**config.mk**
```make
export PLATFORM = sky130hd
export DESIGN_NAME = dma_chain_seq
export DESIGN_NICKNAME = d
export VERILOG_FILES = /design/src/rtl/dcs_pkg.sv /design/src/rtl/dcs_tag_unpack.sv /design/src/rtl/dcs_addr_step.sv /design/src/rtl/dma_chain_seq.sv
export SDC_FILE = /design/constraint.sdc
export NUM_CORES = 1
export LEC_CHECK = 0
export ABC_AREA = 1
export BUFFER_PORTS_ARGS = -buffer_cell sky130_fd_sc_hd__buf_4
export CAP_MARGIN = 10
export CELL_PAD_IN_SITES_DETAIL_PLACEMENT = 1
export CELL_PAD_IN_SITES_GLOBAL_PLACEMENT = 2
export CORE_ASPECT_RATIO = 1.2
export CORE_MARGIN = 4
export CORE_UTILIZATION = 28
export CTS_CLUSTER_SIZE = 30
export DETAILED_ROUTE_END_ITERATION = 12
export GPL_ROUTABILITY_DRIVEN = 0
export PLACE_DENSITY_LB_ADDON = 0.1
export SETUP_SLACK_MARGIN = 0.2
export SYNTH_ARGS = -nofsm -noshare
export SYNTH_HDL_FRONTEND = slang
export SYNTH_SLANG_ARGS = --single-unit
```
**constraint.sdc**
```tcl
create_clock -name clk -period 11.6 [get_ports clk]
set_input_delay 0.58 -clock clk [delete_from_list [all_inputs] [get_ports clk]]
set_output_delay 0.58 -clock clk [all_outputs]
set_load 0.02 [all_outputs]
```
**src/rtl/dcs_pkg.sv**
```systemverilog
package dcs_pkg;
  localparam int CTRL_W   = 32;
  localparam int BIT_BUSY = 8;
  localparam int BIT_TIE  = 7;
  localparam int BIT_TTE  = 6;
  localparam logic [1:0] MODE_DIRECT = 2'b00;
  localparam logic [1:0] MODE_CHAIN  = 2'b01;
  localparam logic [2:0] ID_STALL = 3'd0;
  localparam logic [2:0] ID_END   = 3'd7;

  typedef enum logic [2:0] {
    S_IDLE, S_FETCH, S_DECODE, S_SEND, S_BURST, S_CHECK, S_DONE
  } dcs_state_e;
endpackage

```
**src/rtl/dcs_tag_unpack.sv**
```systemverilog
module dcs_tag_unpack #(
  parameter int AW = 32,
  parameter int CW = 16,
  parameter int TW = 128
) (
  input  logic [TW-1:0] tag,
  output logic [CW-1:0] qwc,
  output logic [2:0]    id,
  output logic          irq_req,
  output logic [15:0]   ctrl_hi,
  output logic [AW-1:0] addr
);
  // word 0: count low, id, irq; word 1: data address
  assign qwc     = tag[CW-1:0];
  assign id      = tag[30:28];
  assign irq_req = tag[31];
  assign ctrl_hi = tag[31:16];
  assign addr    = tag[32 +: AW];
endmodule

```
**src/rtl/dcs_addr_step.sv**
```systemverilog
module dcs_addr_step #(
  parameter int AW = 32,
  parameter int CW = 16
) (
  input  logic [AW-1:0] base,
  input  logic [CW-1:0] qwc,
  input  logic          add_tag,
  output logic [AW-1:0] sum
);
  localparam int QW_SHIFT = 4;
  localparam logic [AW-1:0] TAG_BYTES = AW'(16);

  logic [AW-1:0] data_bytes;
  assign data_bytes = AW'(qwc) << QW_SHIFT;
  assign sum = base + data_bytes + (add_tag ? TAG_BYTES : '0);
endmodule

```
**src/rtl/dma_chain_seq.sv**
```systemverilog
module dma_chain_seq
  import dcs_pkg::*;
#(
  parameter int AW = 32,
  parameter int CW = 16,
  parameter int TW = 128
) (
  input  logic              clk,
  input  logic              rst_n,
  input  logic              go,
  input  logic [CTRL_W-1:0] ctrl_in,
  input  logic [CW-1:0]     cnt_in,
  input  logic [AW-1:0]     daddr_in,
  input  logic [AW-1:0]     taddr_in,
  output logic              tag_req_valid,
  input  logic              tag_req_ready,
  output logic [AW-1:0]     tag_req_addr,
  input  logic              tag_rsp_valid,
  input  logic              tag_rsp_err,
  input  logic [TW-1:0]     tag_rsp_data,
  output logic              fwd_valid,
  input  logic              fwd_ready,
  output logic [TW-1:0]     fwd_tag,
  output logic              burst_valid,
  input  logic              burst_ready,
  output logic [AW-1:0]     burst_addr,
  output logic [CW-1:0]     burst_qwc,
  output logic [CTRL_W-1:0] ctrl_out,
  output logic [CW-1:0]     cnt_out,
  output logic [AW-1:0]     daddr_out,
  output logic [AW-1:0]     taddr_out,
  output logic [AW-1:0]     stall_addr,
  output logic              buserr,
  output logic              busy,
  output logic              irq
);

  // reset: asynchronous assertion, synchronous release
  logic rst_meta_q, rst_sync_q;
  always_ff @(posedge clk or negedge rst_n) begin
    if (!rst_n) begin
      rst_meta_q <= 1'b0;
      rst_sync_q <= 1'b0;
    end else begin
      rst_meta_q <= 1'b1;
      rst_sync_q <= rst_meta_q;
    end
  end

  dcs_state_e        state_q, state_d;
  logic [CTRL_W-1:0] ctrl_q, ctrl_d;
  logic [CW-1:0]     cnt_q, cnt_d;
  logic [AW-1:0]     daddr_q, daddr_d, taddr_q, taddr_d, stall_q, stall_d;
  logic [2:0]        id_q, id_d;
  logic              tirq_q, tirq_d, seen_q, seen_d, err_q, err_d;
  logic [TW-1:0]     tag_q;
  logic              tag_ld;

  logic [CW-1:0] dec_qwc;
  logic [2:0]    dec_id;
  logic          dec_irq;
  logic [15:0]   dec_hi;
  logic [AW-1:0] dec_addr;
  logic [AW-1:0] data_next, tag_next, stall_calc;

  dcs_tag_unpack #(.AW(AW), .CW(CW), .TW(TW)) u_unpack (
    .tag(tag_rsp_data), .qwc(dec_qwc), .id(dec_id), .irq_req(dec_irq),
    .ctrl_hi(dec_hi), .addr(dec_addr)
  );

  dcs_addr_step #(.AW(AW), .CW(CW)) u_data_step (
    .base(daddr_q), .qwc(cnt_q), .add_tag(1'b0), .sum(data_next)
  );

  dcs_addr_step #(.AW(AW), .CW(CW)) u_tag_step (
    .base(taddr_q), .qwc(tag_q[CW-1:0]), .add_tag(1'b1), .sum(tag_next)
  );

  dcs_addr_step #(.AW(AW), .CW(CW)) u_stall_step (
    .base(dec_addr), .qwc(dec_qwc), .add_tag(1'b0), .sum(stall_calc)
  );

  logic [1:0] go_mode, run_mode;
  logic       stop_now;
  assign go_mode  = ctrl_in[3:2];
  assign run_mode = ctrl_q[3:2];
  assign stop_now = (id_q == ID_END) || (ctrl_q[BIT_TIE] && tirq_q);

  always_comb begin
    state_d = state_q;
    ctrl_d  = ctrl_q;
    cnt_d   = cnt_q;
    daddr_d = daddr_q;
    taddr_d = taddr_q;
    stall_d = stall_q;
    id_d    = id_q;
    tirq_d  = tirq_q;
    seen_d  = seen_q;
    err_d   = err_q;
    tag_ld  = 1'b0;
    unique case (state_q)
      S_IDLE: begin
        if (go && (go_mode == MODE_DIRECT || go_mode == MODE_CHAIN)) begin
          ctrl_d           = ctrl_in;
          ctrl_d[BIT_BUSY] = 1'b1;
          cnt_d   = cnt_in;
          daddr_d = daddr_in;
          taddr_d = taddr_in;
          err_d   = 1'b0;
          seen_d  = 1'b0;
          if (cnt_in != '0)               state_d = S_BURST;
          else if (go_mode == MODE_CHAIN) state_d = S_FETCH;
          else                            state_d = S_DONE;
        end
      end
      S_FETCH: begin
        if (tag_req_ready) state_d = S_DECODE;
      end
      S_DECODE: begin
        if (tag_rsp_valid) begin
          if (tag_rsp_err) begin
            err_d   = 1'b1;
            state_d = S_DONE;
          end else begin
            ctrl_d  = {dec_hi, ctrl_q[15:0]};
            cnt_d   = dec_qwc;
            daddr_d = dec_addr;
            id_d    = dec_id;
            tirq_d  = dec_irq;
            seen_d  = 1'b1;
            tag_ld  = 1'b1;
            if (dec_id == ID_STALL) stall_d = stall_calc;
            if (ctrl_q[BIT_TTE])     state_d = S_SEND;
            else if (dec_qwc != '0)  state_d = S_BURST;
            else                     state_d = S_CHECK;
          end
        end
      end
      S_SEND: begin
        if (fwd_ready) state_d = (cnt_q != '0) ? S_BURST : S_CHECK;
      end
      S_BURST: begin
        if (burst_ready) begin
          daddr_d = data_next;
          cnt_d   = '0;
          state_d = (run_mode == MODE_DIRECT) ? S_DONE : S_CHECK;
        end
      end
      S_CHECK: begin
        if (!seen_q) begin
          state_d = S_FETCH;
        end else if (stop_now) begin
          cnt_d   = '0;
          state_d = S_DONE;
        end else begin
          taddr_d = tag_next;
          state_d = S_FETCH;
        end
      end
      S_DONE: begin
        ctrl_d[BIT_BUSY] = 1'b0;
        state_d = S_IDLE;
      end
      default: state_d = S_IDLE;
    endcase
  end

  always_ff @(posedge clk or negedge rst_sync_q) begin
    if (!rst_sync_q) begin
      state_q <= S_IDLE;
      ctrl_q  <= '0;
      cnt_q   <= '0;
      daddr_q <= '0;
      taddr_q <= '0;
      stall_q <= '0;
      id_q    <= '0;
      tirq_q  <= 1'b0;
      seen_q  <= 1'b0;
      err_q   <= 1'b0;
      tag_q   <= '0;
    end else begin
      state_q <= state_d;
      ctrl_q  <= ctrl_d;
      cnt_q   <= cnt_d;
      daddr_q <= daddr_d;
      taddr_q <= taddr_d;
      stall_q <= stall_d;
      id_q    <= id_d;
      tirq_q  <= tirq_d;
      seen_q  <= seen_d;
      err_q   <= err_d;
      if (tag_ld) tag_q <= tag_rsp_data;
    end
  end

  assign tag_req_valid = (state_q == S_FETCH);
  assign tag_req_addr  = taddr_q;
  assign fwd_valid     = (state_q == S_SEND);
  assign fwd_tag       = tag_q;
  assign burst_valid   = (state_q == S_BURST);
  assign burst_addr    = daddr_q;
  assign burst_qwc     = cnt_q;
  assign ctrl_out      = ctrl_q;
  assign cnt_out       = cnt_q;
  assign daddr_out     = daddr_q;
  assign taddr_out     = taddr_q;
  assign stall_addr    = stall_q;
  assign buserr        = err_q;
  assign busy          = ctrl_q[BIT_BUSY];
  assign irq           = (state_q == S_DONE);

  a_r13_burst_hold: assert property (@(posedge clk) disable iff (!rst_sync_q)
    burst_valid && !burst_ready |=> burst_valid && $stable(burst_addr) && $stable(burst_qwc));
  a_r13_fetch_hold: assert property (@(posedge clk) disable iff (!rst_sync_q)
    tag_req_valid && !tag_req_ready |=> tag_req_valid && $stable(tag_req_addr));
  a_r13_one_request: assert property (@(posedge clk) disable iff (!rst_sync_q)
    $onehot0({tag_req_valid, fwd_valid, burst_valid}));
  a_r10_irq_while_busy: assert property (@(posedge clk) disable iff (!rst_sync_q)
    irq |-> busy);
  a_r10_irq_single: assert property (@(posedge clk) disable iff (!rst_sync_q)
    irq |=> !irq && !busy);
  a_r12_no_empty_burst: assert property (@(posedge clk) disable iff (!rst_sync_q)
    burst_valid |-> burst_qwc != '0);
  a_r11_interleave_refused: assert property (@(posedge clk) disable iff (!rst_sync_q)
    (state_q == S_IDLE) && go && ctrl_in[3] |=> !busy);
  a_r9_error_ends: assert property (@(posedge clk) disable iff (!rst_sync_q)
    (state_q == S_DECODE) && tag_rsp_valid && tag_rsp_err |=> irq && buserr);

endmodule

```
==> metrics.md <==
| Metric | Value |
|---|---|
| Setup violators final | `0` |
| Syn Inst Count | `2319` |
| FMAX | `around 290 MHz` |
| Clock Power Share | `15.3%` |
| WP data arrival | `3830 ps` |
| DR DRC count | `0` |
| Iter 0 DRT Violations | `836` |
| Utilization after layout | `a little under two fifths` |
| Drt total wl | `between 80000 and 90000 µm` |
| Data required, critical path | `12040 ps` |
| R2R Setup Slk | `8210 ps` |
| Worst reg2reg path endpoint | `fwd_tag[90]` |
| Layout Skew | `about 18 ps` |
| RSZ-0062 raised after global routing | `false` |
| Sw frac | `50.0%` |
| Clk slew on worst S/H paths | `60 ps` |
| Clock Root Buffer | `clkbuf_16` |
| Drt pass-1 iters | `7` |
| Post-synth top cells | `nand2_1 (720), inv_1 (283), dfrtp_1 (279), nor2_1 (186), o21ai_0 (131)` |
| Total number of vias | `17300` |
| Yosys Warn Count | `0` |
| Clock Sinks | `279` |
| Final-stage net count | `about 3100` |
| R2r worst-path depth | `7` |
| ANT nets after route | `0` |
| Max-cap violations | `0` |
| Global route overflow | `0` |
| Cell variety after synth | `51` |
| Synthesized flop and latch total | `279` |
| Layout cells sized above 1 | `between 20 and 30%` |
| Cts repair resizes | `0` |
| Area delta synth->final | `33.5%` |
| Die width | `235 µm` |
| Net Switching | `0.00357 W` |
| CTS tree | `done` |
| Row count | `just under 100` |
| Cell accounting for the most synthesized area | `dfrtp_1` |
| Comb pwr share | `between 50% and 60%` |
| Register area share after synthesis | `40.4%` |
| Primary FF master, synth | `dfrtp_1` |
| Sequential share of power | `26.4%` |
| H-tree levels | `2` |
| Power per standard cell area | `310 nW/µm²` |
| Clk_lat worst skew | `approximately 560 ps` |
| Vias/cell | `4.72` |
| PortBufs | `604` |
| Gr usage total | `around a quarter` |
| Leak | `12.4 nW` |
| Fillers | `7571` |
| CP Launch Type | `flop` |
| Final Max Slew Viols | `0` |
| Core area | `~61000 µm²` |
| Final Hold Vio Count | `0` |
| Worst-Margin Slew | `1080 ps` |
| Slew headroom | `27.2%` |
| Hpwl dp | `65600 µm` |
| TritonCTS buffer count | `35` |
| Most common cell in the netlist | `nand2_1` |
| Final min period | `3390 ps` |
| Largest net degree at the start of global routing | `88` |
| CTS Buffer Depth | `3` |
| P_int | `0.00357 W` |
| Syn nets | `2634` |
| Crit Path Class | `flop to flop` |
| Netlist Area Pre-Place | `17300 µm²` |
| Status | `complete, no violations` |
| CP endpoint kind | `flop` |
| Worst IR Drop VDD | `between 0.1 and 0.15 mV` |
| Ranking of synthesized cells by area | `dfrtp_1 (40%), nand2_1 (16%), inv_1 (6.2%)` |
| Vias in the first global route | `18200` |
| Final critical-path share of the clock period | `29.3%` |
| Worst hold-check path type | `primary input to flop` |
| Mean post-synth cell area | `7.45 µm²` |
| Fraction of registers with async set/reset | `between 90% and 100%` |
| Post-synth EDFFs | `0` |
| Chip Height | `around 280 µm` |
| Initial antenna violation count | `14` |
| Worst setup path startpoint | `state_q[2]` |
| CP Max Fanout | `87` |
| Initial Util | `between 20% and 30%` |
| Hold path start | `taddr_in[0]` |
| Post-Route Setup TNS | `0 ps` |
| Reg2reg start | `state_q[2]` |
| Top-area cell type share of the netlist area | `between 40% and 50%` |
| Drt wl/cell | `22.0 µm` |
| First-pass GRT wire length | `approximately 120000 µm` |
| DIE AREA | `65700 µm²` |
| Crit path to | `fwd_tag[90]` |
| Number of I/O pins | `roughly 600` |
## placed cells by master, fill, tap and decap left out, types with 3 or more instances in the layout
cell type	n
a21o_1	3
a21oi_1	71
a31oi_1	4
and2_1	6
buf_4	614
clkbuf_1	8
clkbuf_16	35
clkbuf_8	7
clkinv_2	4
dfrtp_1	278
diode_2	7
fa_1	3
ha_1	64
inv_1	283
inv_2	8
mux2_1	66
nand2_1	719
nand2_2	4
nand3_1	127
nand3b_1	9
nand4_1	29
nor2_1	186
nor2_4	3
nor3_1	18
nor4_1	11
o21ai_0	131
o21ai_1	53
o21ai_2	17
o21bai_1	5
o22ai_1	16
or2_2	10
xnor2_1	10
xor2_1	10
## cell type report
cell class	instances	area (µm²)	share of cell area (%)
clock inverters	9	114	0.494
diodes	7	17.5	0.0760
multi-input cells	1597	8190	35.5
clock buffers	50	1000	4.35
flip-flops and latches	279	6990	30.3
repair buffers	615	4620	20.0
inverters	293	1100	4.78
well taps	808	1010	4.39
## power groups by stage
stage,sequential [W],combinational (W),clock (W)
final,0.00189,0.00416,0.00109
after global routing,0.00195,0.00459,0.00117
after CTS,0.00190,0.00423,0.00113
after detailed placement,0.00191,0.00422,0
after global placement,0.00189,0.00416,0
after floorplan,0.00227,0.00217,0
## registers in the layout (all words and copies together) (netlist names)
name        flops
taddr_out      32
rst_meta_q      1
rst_sync_q      1
burst_qwc      16
seen_q          1
id_q            2
stall_addr     32
fwd_tag       126
state_q         3
burst_addr     32
buserr          1
ctrl_out       32
## worst min path at each step
stage	endpoint	slack [ps]	depth (start not counted)
floorplan	rst_meta_q	280	0
global placement	fwd_tag[71]	300	0
detailed placement	fwd_tag[71]	310	0
CTS	ctrl_out[4]	180	3
global route	taddr_out[3]	200	3
finish	taddr_out[0]	220	3
## layer usage
metal / wire length [µm] / up-vias / track usage (%) / part of all wire (%)
met5: 90 / - / 0 / 0.11
met4: 2870 / 14 / 8.26 / 3.6
met3: 4550 / 116 / 5.87 / 5.6
met2: 41700 / 438 / 43.8 / 52
met1: 31400 / 8361 / 26.5 / 39
li1: - / 8332 / - / -
## logic make-up (layout without fill, tap and decap cells)
| kind of cell | after synthesis | in the layout | synth area share (%) |
|---|---|---|---|
| AO/OA/AOI/OAI | 312 | 312 | 9.93 |
| flip-flops | 279 | 279 | 40.4 |
| other | 1 | 8 | 0.0217 |
| buffers and inverters | 443 | 967 | 12.2 |
| AND/OR/NAND/NOR | 1131 | 1131 | 27.1 |
| adder cells (fa/ha/maj) | 67 | 67 | 4.99 |
| XOR/XNOR | 20 | 20 | 1.01 |
| multiplexers | 66 | 66 | 4.30 |
## worst max-delay path, stage by stage, from the launching register on
cell	delay [ps]
dfrtp_1	480
inv_2	70
nand2_4	140
nor2_8	130
nand2_4	470
buf_4	640
buf_4	860
mux2_1	400
## per-stage QoR
stage | hold slack [ps] | area [µm²] | instances | setup slack [ps] | total power, W
after floorplan | 284 | 17300 | 2319 | 3250 | 0.00444
after global placement | 297 | 21900 | 3591 | 8130 | 0.00605
after detailed placement | 307 | 21900 | 3591 | 8100 | 0.00612
after CTS | 185 | 23000 | 3651 | 8080 | 0.00726
after global routing | 197 | 23000 | 3657 | 7840 | 0.00771
final | 217 | 23000 | 3658 | 8210 | 0.00714
## repair_timing
item | CTS | global route
hold endpoints to repair | 2 | 0
hold buffers | 1 | 0
setup buffers | 0 | 0
No activity file was read; power rests on OpenSTA's default activity.
